### config.mk
export PLATFORM = sky130hd
export DESIGN_NAME = tick_compare_array
export DESIGN_NICKNAME = d
export VERILOG_FILES = /design/src/rtl/tca_pkg.sv /design/src/rtl/tca_timebase.sv /design/src/rtl/tca_channel.sv /design/src/rtl/tick_compare_array.sv
export SDC_FILE = /design/constraint.sdc
export NUM_CORES = 1
export LEC_CHECK = 0
export BUFFER_PORTS_ARGS = -buffer_cell sky130_fd_sc_hd__clkbuf_2
export CELL_PAD_IN_SITES_DETAIL_PLACEMENT = 0
export CELL_PAD_IN_SITES_GLOBAL_PLACEMENT = 1
export CORE_ASPECT_RATIO = 0.6
export CORE_MARGIN = 1
export CORE_UTILIZATION = 34
export CTS_BUF_LIST = sky130_fd_sc_hd__clkbuf_16
export DETAILED_ROUTE_END_ITERATION = 8
export PLACE_DENSITY_LB_ADDON = 0.3
export SLEW_MARGIN = 20
export SYNTH_ARGS = -nofsm -noshare
export SYNTH_HDL_FRONTEND = slang
export SYNTH_SLANG_ARGS = --single-unit
### constraint.sdc
create_clock -name clk -period 2.3 [get_ports clk]
set_input_delay 0.46 -clock clk [delete_from_list [all_inputs] [get_ports clk]]
set_output_delay 0.46 -clock clk [all_outputs]
set_load 0.05 [all_outputs]
### src/rtl/tca_pkg.sv
package tca_pkg;
   // channel mode bit positions
   localparam int MB_IE   = 0;
   localparam int MB_PWM  = 1;
   localparam int MB_TOG  = 2;
   localparam int MB_MAT  = 3;
   localparam int MB_CAPN = 4;
   localparam int MB_CAPP = 5;
   localparam int MODE_W  = 6;
   // register address map
   localparam int A_CTRL      = 0;
   localparam int A_GMODE     = 1;
   localparam int A_CNTL      = 2;
   localparam int A_CNTH      = 3;
   localparam int A_CHAN0     = 4;
   localparam int CHAN_STRIDE = 3;
   // control bit positions
   localparam int CB_RUN = 6;
   localparam int CB_OVF = 7;
endpackage

### src/rtl/tca_timebase.sv
module tca_timebase #(
   parameter int CNT_W = 16
) (
   input  logic             clk,
   input  logic             rst_n,
   input  logic             run,
   input  logic             tick,
   input  logic             wr_lo,
   input  logic             wr_hi,
   input  logic [7:0]       wdata,
   output logic [CNT_W-1:0] cnt,
   output logic             inc,
   output logic             wrap,
   output logic             lo_wrap
);
   localparam int HALF = CNT_W / 2;

   if (CNT_W != 16) begin : g_bad_width
      $error("tca_timebase: CNT_W must be 16");
   end

   logic [CNT_W-1:0] cnt_q, cnt_d;

   assign inc     = run && tick;
   assign wrap    = inc && (cnt_q == {CNT_W{1'b1}});
   assign lo_wrap = inc && (cnt_q[HALF-1:0] == {HALF{1'b1}});
   assign cnt     = cnt_q;

   always_comb begin
      cnt_d = inc ? cnt_q + 1'b1 : cnt_q;
      if (wr_lo) cnt_d[HALF-1:0]     = wdata;
      if (wr_hi) cnt_d[CNT_W-1:HALF] = wdata;
   end

   always_ff @(posedge clk or negedge rst_n) begin
      if (!rst_n) cnt_q <= '0;
      else        cnt_q <= cnt_d;
   end

   // one step per counting clock
   a_r1_count_step: assert property (@(posedge clk) disable iff (!rst_n)
      inc && !wr_lo && !wr_hi |=> cnt_q == $past(cnt_q) + 1'b1);
   // no step without run and tick
   a_r1_count_hold: assert property (@(posedge clk) disable iff (!rst_n)
      !inc && !wr_lo && !wr_hi |=> $stable(cnt_q));
endmodule

### src/rtl/tca_channel.sv
module tca_channel
   import tca_pkg::*;
#(
   parameter bit IS_WDOG = 1'b0
) (
   input  logic              clk,
   input  logic              rst_n,
   input  logic [15:0]       cnt,
   input  logic              inc,
   input  logic              lo_wrap,
   input  logic              wr_mode,
   input  logic              wr_lo,
   input  logic              wr_hi,
   input  logic [7:0]        wdata,
   input  logic              flag_clr,
   input  logic              wdog_en,
   input  logic              cex_in,
   output logic [MODE_W-1:0] mode,
   output logic [7:0]        cmp_lo,
   output logic [7:0]        cmp_hi,
   output logic              flag,
   output logic              cex_out,
   output logic              wd_hit
);
   logic [MODE_W-1:0] mode_q;
   logic [7:0]        lo_q, hi_q;
   logic              flag_q, out_q, pin_q;
   logic              pwm_on, wd_mode, matched, cap_evt, toggle_evt, flag_set;

   assign pwm_on     = mode_q[MB_MAT] && mode_q[MB_PWM];
   assign wd_mode    = IS_WDOG && wdog_en && mode_q[MB_MAT] && !mode_q[MB_PWM];
   assign matched    = inc && mode_q[MB_MAT] && !mode_q[MB_PWM] && (cnt == {hi_q, lo_q});
   assign cap_evt    = (mode_q[MB_CAPP] && cex_in && !pin_q) ||
                       (mode_q[MB_CAPN] && !cex_in && pin_q);
   assign toggle_evt = matched && mode_q[MB_TOG] && !wd_mode;
   assign flag_set   = cap_evt || (matched && !wd_mode);
   assign wd_hit     = matched && wd_mode;

   always_ff @(posedge clk or negedge rst_n) begin
      if (!rst_n) begin
         mode_q <= '0;
         lo_q   <= '0;
         hi_q   <= '0;
         flag_q <= 1'b0;
         out_q  <= 1'b0;
         pin_q  <= 1'b0;
      end else begin
         pin_q <= cex_in;
         if (wr_mode)    mode_q <= wdata[MODE_W-1:0];
         else if (wr_lo) mode_q[MB_MAT] <= 1'b0;
         else if (wr_hi) mode_q[MB_MAT] <= 1'b1;
         if (wr_lo)                  lo_q <= wdata;
         else if (cap_evt)           lo_q <= cnt[7:0];
         else if (pwm_on && lo_wrap) lo_q <= hi_q;
         if (wr_hi)        hi_q <= wdata;
         else if (cap_evt) hi_q <= cnt[15:8];
         if (flag_set)      flag_q <= 1'b1;
         else if (flag_clr) flag_q <= 1'b0;
         if (toggle_evt) out_q <= !out_q;
      end
   end

   assign mode    = mode_q;
   assign cmp_lo  = lo_q;
   assign cmp_hi  = hi_q;
   assign flag    = flag_q;
   assign cex_out = pwm_on ? (cnt[7:0] >= lo_q) : out_q;

   // low compare write drops the match enable
   a_r4_lo_clears: assert property (@(posedge clk) disable iff (!rst_n)
      wr_lo |=> !mode_q[MB_MAT]);
   // high compare write raises it
   a_r4_hi_sets: assert property (@(posedge clk) disable iff (!rst_n)
      wr_hi && !wr_lo && !wr_mode |=> mode_q[MB_MAT]);
   // toggle event flips the pin
   a_r6_toggle: assert property (@(posedge clk) disable iff (!rst_n)
      toggle_evt |=> out_q != $past(out_q));
   // duty reload at the period boundary
   a_r7_reload: assert property (@(posedge clk) disable iff (!rst_n)
      pwm_on && lo_wrap && !wr_lo && !cap_evt |=> lo_q == $past(hi_q));
   // capture latches the count and flags
   a_r8_capture: assert property (@(posedge clk) disable iff (!rst_n)
      cap_evt && !wr_lo && !wr_hi |=> (lo_q == $past(cnt[7:0])) && (hi_q == $past(cnt[15:8])) && flag_q);
endmodule

### src/rtl/tick_compare_array.sv
module tick_compare_array
   import tca_pkg::*;
#(
   parameter int NMOD   = 5,
   parameter int ADDR_W = 5
) (
   input  logic              clk,
   input  logic              rst_n,
   input  logic              tick,
   input  logic              bus_wr,
   input  logic [ADDR_W-1:0] bus_addr,
   input  logic [7:0]        bus_wdata,
   output logic [7:0]        bus_rdata,
   input  logic [NMOD-1:0]   cex_in,
   output logic [NMOD-1:0]   cex_out,
   output logic              irq,
   output logic              wdt_rst
);
   localparam int CNT_W  = 16;
   localparam int N_REGS = A_CHAN0 + CHAN_STRIDE * NMOD;

   if (NMOD < 1 || NMOD > CB_RUN) begin : g_bad_nmod
      $error("tick_compare_array: NMOD out of range");
   end
   if ((1 << ADDR_W) < N_REGS) begin : g_bad_addr
      $error("tick_compare_array: ADDR_W too small");
   end

   logic [CNT_W-1:0] cnt;
   logic             inc, wrap, lo_wrap;
   logic             run_q, ovf_q, ovf_ie_q, wdog_en_q, wdt_q;
   logic             wr_ctrl, wr_gmode, wr_cntl, wr_cnth;
   logic [NMOD-1:0]  flag, hit, ie_vec;
   logic [MODE_W-1:0] mode_a [NMOD];
   logic [7:0]        lo_a   [NMOD];
   logic [7:0]        hi_a   [NMOD];

   assign wr_ctrl  = bus_wr && (bus_addr == ADDR_W'(A_CTRL));
   assign wr_gmode = bus_wr && (bus_addr == ADDR_W'(A_GMODE));
   assign wr_cntl  = bus_wr && (bus_addr == ADDR_W'(A_CNTL));
   assign wr_cnth  = bus_wr && (bus_addr == ADDR_W'(A_CNTH));

   tca_timebase #(.CNT_W(CNT_W)) u_timebase (
      .clk     (clk),
      .rst_n   (rst_n),
      .run     (run_q),
      .tick    (tick),
      .wr_lo   (wr_cntl),
      .wr_hi   (wr_cnth),
      .wdata   (bus_wdata),
      .cnt     (cnt),
      .inc     (inc),
      .wrap    (wrap),
      .lo_wrap (lo_wrap)
   );

   for (genvar i = 0; i < NMOD; i++) begin : g_chan
      localparam int BASE = A_CHAN0 + CHAN_STRIDE * i;
      logic wr_m, wr_l, wr_h;
      assign wr_m = bus_wr && (bus_addr == ADDR_W'(BASE));
      assign wr_l = bus_wr && (bus_addr == ADDR_W'(BASE + 1));
      assign wr_h = bus_wr && (bus_addr == ADDR_W'(BASE + 2));

      tca_channel #(.IS_WDOG(i == NMOD - 1)) u_chan (
         .clk      (clk),
         .rst_n    (rst_n),
         .cnt      (cnt),
         .inc      (inc),
         .lo_wrap  (lo_wrap),
         .wr_mode  (wr_m),
         .wr_lo    (wr_l),
         .wr_hi    (wr_h),
         .wdata    (bus_wdata),
         .flag_clr (wr_ctrl && !bus_wdata[i]),
         .wdog_en  (wdog_en_q),
         .cex_in   (cex_in[i]),
         .mode     (mode_a[i]),
         .cmp_lo   (lo_a[i]),
         .cmp_hi   (hi_a[i]),
         .flag     (flag[i]),
         .cex_out  (cex_out[i]),
         .wd_hit   (hit[i])
      );
      assign ie_vec[i] = mode_a[i][MB_IE];
   end

   always_ff @(posedge clk or negedge rst_n) begin
      if (!rst_n) begin
         run_q     <= 1'b0;
         ovf_q     <= 1'b0;
         ovf_ie_q  <= 1'b0;
         wdog_en_q <= 1'b0;
         wdt_q     <= 1'b0;
      end else begin
         if (wr_ctrl) begin
            run_q <= bus_wdata[CB_RUN];
            ovf_q <= wrap || (ovf_q && bus_wdata[CB_OVF]);
         end else if (wrap) begin
            ovf_q <= 1'b1;
         end
         if (wr_gmode) begin
            ovf_ie_q  <= bus_wdata[0];
            wdog_en_q <= bus_wdata[1];
         end
         wdt_q <= |hit;
      end
   end

   always_comb begin
      bus_rdata = '0;
      if (bus_addr == ADDR_W'(A_CTRL)) begin
         bus_rdata[CB_OVF] = ovf_q;
         bus_rdata[CB_RUN] = run_q;
         for (int k = 0; k < NMOD; k++) bus_rdata[k] = flag[k];
      end else if (bus_addr == ADDR_W'(A_GMODE)) begin
         bus_rdata[1:0] = {wdog_en_q, ovf_ie_q};
      end else if (bus_addr == ADDR_W'(A_CNTL)) begin
         bus_rdata = cnt[7:0];
      end else if (bus_addr == ADDR_W'(A_CNTH)) begin
         bus_rdata = cnt[15:8];
      end
      for (int k = 0; k < NMOD; k++) begin
         if (bus_addr == ADDR_W'(A_CHAN0 + CHAN_STRIDE * k))     bus_rdata = {{(8-MODE_W){1'b0}}, mode_a[k]};
         if (bus_addr == ADDR_W'(A_CHAN0 + CHAN_STRIDE * k + 1)) bus_rdata = lo_a[k];
         if (bus_addr == ADDR_W'(A_CHAN0 + CHAN_STRIDE * k + 2)) bus_rdata = hi_a[k];
      end
   end

   assign irq     = (ovf_q && ovf_ie_q) || |(flag & ie_vec);
   assign wdt_rst = wdt_q;

   // counter wrap raises the overflow flag
   a_r2_ovf_flag: assert property (@(posedge clk) disable iff (!rst_n)
      wrap |=> ovf_q);
   // a reset pulse only with the watchdog enabled
   a_r9_wdt_cause: assert property (@(posedge clk) disable iff (!rst_n)
      wdt_q |-> $past(wdog_en_q));
   // the watchdog channel never raises its flag
   a_r9_no_flag: assert property (@(posedge clk) disable iff (!rst_n)
      hit[NMOD-1] |=> flag[NMOD-1] == $past(flag[NMOD-1]) || $past(wr_ctrl));
endmodule

# Word-level counts from Yosys, hierarchy flattened
# Index checks and enable logic that the tools add are counted.
# totals
reg_bits,146
input_bits,22
out_inout_bits,15
elab_cells,303
# op_classes
addsub,1
order_cmp,5
eq_ne,25
muxes,82
bitwise_logic,1
reduce_logical,147
# ops
op,n
8-bit 2-to-1 mux,44
1-bit logical AND,84
16-bit == test,5
5-bit by 4-bit == test with 1-bit output (second input constant),8
8-bit greater-or-equal comparator,5
1-bit 2-to-1 mux,33
3-bit nonzero test,10
1-bit zero test,26
2-bit nonzero test,13
5-bit by 3-bit == test with 1-bit output (second input constant),4
16-bit by 1-bit adder with 16-bit output (second input constant),1
16-bit == test (second input constant),1
16-bit 2-to-1 mux,1
5-bit == test (second input constant),3
1-bit logical OR,12
5-bit by 2-bit == test with 1-bit output (second input constant),2
8-bit == test (second input constant),1
6-bit 2-to-1 mux,1
5-bit bitwise AND,1
5-bit by 1-bit == test with 1-bit output (second input constant),1
5-bit zero test,1
5-bit 2-to-1 mux,1
5-bit OR reduction,1
2-bit 2-to-1 mux,2

# Longest topological paths before layout
# logic_depth
depth_word,20
depth_mapped,9
ltp_nobuf,7

# Cells and area by module
# A second synthesis with hierarchy kept.
# unflattened
cells_unflattened,1245
area_unflattened_um2,10827.9
# by_module_without_submodules
module,instances,cells_per_inst,area_per_inst_um2,seq_area_each_um2
tca_channel (g_chan[0].u_chan ...),4,161,1564.0,625.6
tick_compare_array,1,340,2140.8,125.1
tca_channel (g_chan[4].u_chan),1,156,1472.7,625.6
tca_timebase,1,105,958.4,400.4

# Worst setup path after synthesis
# OpenSTA, ideal clock, no wires.
# synth_timing
path_kind,input -> output
startpoint,input bus_addr[1]
endpoint,output bus_rdata[1]
t_arrival_ps,2466
t_required_ps,1840
slack_ps,-626
cell_stages,7
path_buffers,2
path_cell_list,buf_2 nor2b_1 buf_4 a221o_1 and3_1 a31oi_1 o21ai_0
# synth_between
elab_chain_cells,20
elab_cells_between_ends,38
cone_classes,18 x eq/ne; 19 x mux; 1 x reduce/logical
# synth_rtl
element,line_no,source
start: declaration,tick_compare_array.sv:11,"input logic [ADDR_W-1:0] bus_addr,"
5-bit by 2-bit == test with 1-bit output,tick_compare_array.sv:119,end else if (bus_addr == ADDR_W'(A_CNTH)) begin
8-bit 2-to-1 mux,tick_compare_array.sv:119,
8-bit 2-to-1 mux,tick_compare_array.sv:117,end else if (bus_addr == ADDR_W'(A_CNTL)) begin
2-bit 2-to-1 mux,tick_compare_array.sv:115,end else if (bus_addr == ADDR_W'(A_GMODE)) begin
5-bit 2-to-1 mux,tick_compare_array.sv:111,if (bus_addr == ADDR_W'(A_CTRL)) begin
8-bit 2-to-1 mux,tick_compare_array.sv:123,"if (bus_addr == ADDR_W'(A_CHAN0 + CHAN_STRIDE * k)) bus_rdata = {{(8-MODE_W){1'b0}}, mode_a[k]};"
8-bit 2-to-1 mux,tick_compare_array.sv:124,if (bus_addr == ADDR_W'(A_CHAN0 + CHAN_STRIDE * k + 1)) bus_rdata = lo_a[k];
8-bit 2-to-1 mux,tick_compare_array.sv:125,if (bus_addr == ADDR_W'(A_CHAN0 + CHAN_STRIDE * k + 2)) bus_rdata = hi_a[k];
[4 not listed],--,
8-bit 2-to-1 mux,tick_compare_array.sv:124,
8-bit 2-to-1 mux,tick_compare_array.sv:125,
8-bit 2-to-1 mux,tick_compare_array.sv:123,
8-bit 2-to-1 mux,tick_compare_array.sv:124,
8-bit 2-to-1 mux,tick_compare_array.sv:125,
8-bit 2-to-1 mux,tick_compare_array.sv:123,
8-bit 2-to-1 mux,tick_compare_array.sv:124,
8-bit 2-to-1 mux (*),tick_compare_array.sv:125,
end: declaration,tick_compare_array.sv:13,"output logic [7:0] bus_rdata,"
# Mark *: on every way between the ends. The rest lies on a longest branch, timed or not.

# Worst setup path in the final report
# layout_timing
startpoint,register u_timebase.cnt_q[0] (netlist: u_timebase.cnt[0])
endpoint,output cex_out[4]
# layout_between
elab_chain_cells,2
# layout_rtl
element,line_no,source
start: declaration,tca_timebase.sv:22,"logic [CNT_W-1:0] cnt_q, cnt_d;"
start signal: assignment,tca_timebase.sv:37,else cnt_q <= cnt_d;
8-bit greater-or-equal comparator,tca_channel.sv:67,assign cex_out = pwm_on ? (cnt[7:0] >= lo_q) : out_q;
1-bit 2-to-1 mux,tca_channel.sv:67,
end: declaration,tick_compare_array.sv:15,"output logic [NMOD-1:0] cex_out,"
# Every way passes these cells.

==> run_results.csv <==
group,metric,value,unit
outcome,violations,"negative setup slack",
grt,grt_pass1_vias,9901,
clocking,clock-sinks,146,
min_path,holdCritStartpoint,"cex_in[4]",
yosys,syn_area_per_cell,8.985,um^2
min_path,whs_path_depth,1,
outcome,status,"finished with violations",
sta,report.final.hold_viol_count,0,
worst_setup_path,path_class,"reg -> out",
route,num_vias,10240,
route,totalWireLength,48390,um
floorplan,start_util,35.06,%
yosys,synth-seq-cells,146,
clocking,clk_pin_slew,0.06,ns
place,place.gp.congestion,1.002,
route,ant_nets,0,
sta,slew_violations,0,
clocking,cts_max_level,4,
sta,worstMarginPinSlew,0.7786,ns
clocking,cts_made_buffers,17,
floorplan,coreArea,0.02919,mm^2
route,drt_iter0_markers,1230,
sta,clock_skew,0.01093,ns
pwr,swShare,42.40,%
yosys,syn_area,0.01023,mm^2
clocking,clkLatencyLatePin,0.45,ns
floorplan,die_x,226.0,um
place,dpl.hpwl,35450,um
route,detail_route.first_pass.iterations,5,
sta,rsz0062_at_grt,"true",
final_layout,num-fill-cells,2772,
route,viasPerCell,5.780,
pwr,peakVddDrop,0.0006661,V
floorplan,rows,48,
final_layout,syn2layout_area_growth,38.76,%
clocking,cts_root_buf,"clkbuf_16",
grt,antenna_found_initial,1,
yosys,yosys_warnings,0,
worst_setup_path,arrival,2.44,ns
floorplan,die-height,136.4,um
worst_setup_path,r2r_cells,13,
worst_setup_path,reg2reg_to,"g_chan[2].u_chan.cmp_lo[5]",
pwr,powerDensity,1141,mW/mm^2
route,drc,0,
run,maxCapViolations,0,
sta,relSlewSlack,48.09,%
sta,fin_crit,2.902,ns
min_path,min_path_type,"in -> reg",
grt,grt_max_degree,43,
pwr,p_seq_share,29.3,%
worst_setup_path,required,1.84,ns
sta,fmax,344.6,MHz
yosys,synth_edf_count,0,
pwr,combPwrFrac,52.3,%
place,io_buffers,36,
worst_setup_path,rrSetupSlack,-0.05,ns
route,wl_per_cell,27.32,um
clocking,cts_tree,"done",
final_layout,diodes,0,
grt,grt_usage,32.26,%
final_layout,final_layout_size_suffix_gt1_share,34.43,%
yosys,synth_cell_types,75,
pwr,p_int,0.009334,W
pwr,clockPowerShare,18.5,%
yosys,syn_inst,1139,
grt,grt_pass1_wl,69540,um
clocking,clockBufferDepth,2,
final_layout,stdcell_area,0.01420,mm^2
sta,worst_slack,-0.6019,ns
worst_setup_path,worstSetupEndpointType,"primary output",
grt,grt_overflow_total,0,
floorplan,dieArea,0.03082,mm^2
yosys,synthArstFlopShare,100.0,%
yosys,ys_seq_area_share,35.70,%
sta,fin_crit_sh,126.2,%
sta,tns,-4.887,ns
worst_setup_path,cp-start-kind,"register",
final_layout,finish.net_count,1421,
yosys,synth_flop_cell,"dfrtp_1",
worst_setup_path,crit_fanout,3,
worst_setup_path,crit-reg2reg-launch,"u_timebase.cnt[0]",
floorplan,ios,37,
yosys,syn_nets,1202,
place,postPlaceCellArea,0.01260,mm^2
sta,final-setup-viol-count,15,
min_path,hold_end,"g_chan[4].u_chan.pin_q",
pwr,leakagePower,6.176,nW
pwr,power.switching,0.006871,W
repair_timing:
action,in CTS,in global routing
cloned,1,0
endpoints found under the setup margin,31,60
pin swaps,36,27
hold endpoints to repair,37,0
resized for setup,100,69
hold buffers,1,0
buffers inserted,19,16
metrics by stage:
step,util [%],instances,setup slack [ns],total power (W),hold slack (ns)
final,48.65,1771,-0.6019,0.01621,0.1463
after global routing,48.65,1771,-0.6283,0.01698,0.1308
after CTS,47.63,1761,-0.6013,0.01577,0.1216
after detailed placement,43.16,1709,-0.4459,0.01192,0.4368
after global placement,43.16,1709,-0.4695,0.01180,0.4379
after floorplan,-,1139,-0.02416,0.008305,0.1644
layout make-up:
type                       count  area (um^2)  share of cell area (%)
timing repair buffer         301         2689                   18.94
sequential                   146         3655                   25.74
multi-input combinational    846         6585                   46.37
clock buffer                  17        425.4                   2.996
inverter                      46        172.7                   1.216
clock inverter                15        172.7                   1.216
tap                          400        500.5                   3.525
worst max-delay path: stages, from the launching register on:
cell	delay [ns]
dfrtp_1	0.40
inv_2	0.11
buf_12	0.15
ha_4	0.21
nand2b_1	0.14
a21o_1	0.15
a211oi_1	0.24
or3_1	0.18
a41oi_2	0.20
buf_12	0.21
power by group through the flow:
stage / clock network (W) / logic [W] / registers [W]
finish: 0.00299 / 0.00847 / 0.00475
global route: 0.00314 / 0.00904 / 0.00480
CTS: 0.00304 / 0.00805 / 0.00468
detailed placement: 0 / 0.00724 / 0.00468
global placement: 0 / 0.00711 / 0.00469
floorplan: 0 / 0.00409 / 0.00422
worst max path at each step:
stage | startpoint | to | slack (ns)
global placement | bus_addr[0] | bus_rdata[2] | -0.47
global route | u_timebase.cnt[0] | cex_out[0] | -0.63
finish | u_timebase.cnt[0] | cex_out[4] | -0.60
CTS | u_timebase.cnt[0] | cex_out[4] | -0.60
floorplan | bus_addr[3] | bus_rdata[0] | -0.02
detailed placement | bus_addr[2] | bus_rdata[4] | -0.45
kinds of logic (layout without fill, tap and decap cells):
logic type	after synthesis	after routing	synth area share (%)
fa+ha+maj	41	41	5.013
simple gates	324	324	15.85
flops	146	146	35.70
buf+inv	147	379	6.382
xor+xnor	60	60	5.135
mux	138	138	14.13
compound gates	283	283	17.79
per-layer routing:
metal,track usage (%),wire length (um),share of wire [%]
met1,45.60,22320,46
met2,44.44,19050,39
met3,12.19,5573,12
met4,10.54,1439,3.0
met5,0,9,0.019
flip-flops by register name, summed over array words and instances (netlist names):
signal and count:
g_chan.u_chan.flag 5, g_chan.u_chan.pin_q 5, wdt_rst 1, ovf_q 1, wdog_en_q 1, g_chan.u_chan.out_q 5, run_q 1, u_timebase.cnt 16
ovf_ie_q 1, g_chan.u_chan.mode 30, g_chan.u_chan.cmp_lo 40, g_chan.u_chan.cmp_hi 40
cells in the final DEF (no fill, tap or decap), types with 8 or more instances in the layout:
cell and n:
mux2_2 33, o211ai_1 9, a21o_1 14, nand3_1 26, o22ai_1 12, a22oi_1 13, mux2_4 8, nor2_1 95
inv_1 45, clkbuf_2 19, o21ai_0 58, nand4_1 14, and3_1 12, dfrtp_1 145, a221oi_2 10, a21oi_1 68
buf_6 12, ha_1 34, buf_4 228, nand2_1 87, xor2_1 13, nand2b_1 8, o221ai_1 14, xnor2_1 47
buf_12 23, buf_8 15, clkbuf_16 17, mux2i_1 93
cell usage after synthesis, types with 4 or more instances:
cell type	count	area share [%]
or3_1	4	0.24
a221oi_1	11	0.94
mux2i_1	95	9.3
ha_1	41	5.0
clkbuf_1	38	1.4
nor2_1	97	3.6
and4b_1	4	0.39
nand2_1	91	3.3
xor2_1	13	1.1
mux2_2	41	4.5
o21ai_0	69	3.4
a211o_1	4	0.34
a22oi_1	13	0.95
dfrtp_1	146	36
and4_1	5	0.43
a31oi_1	10	0.61
nor2b_1	9	0.55
nand3_1	26	1.3
buf_4	9	0.66
and3_1	13	0.79
nand4_1	14	0.86
nor4_1	7	0.43
nand2b_1	13	0.79
a21oi_1	76	3.7
nand3b_1	5	0.37
inv_1	45	1.7
a41oi_1	4	0.34
buf_2	42	2.1
a21o_1	14	1.0
nor3_1	9	0.44
xnor2_1	47	4.0
o221ai_1	15	1.3
o22ai_1	17	1.0
buf_1	10	0.37
a211oi_1	6	0.44
and2_1	5	0.31
o211ai_1	9	0.66
No activity file was read; power rests on OpenSTA's default activity.
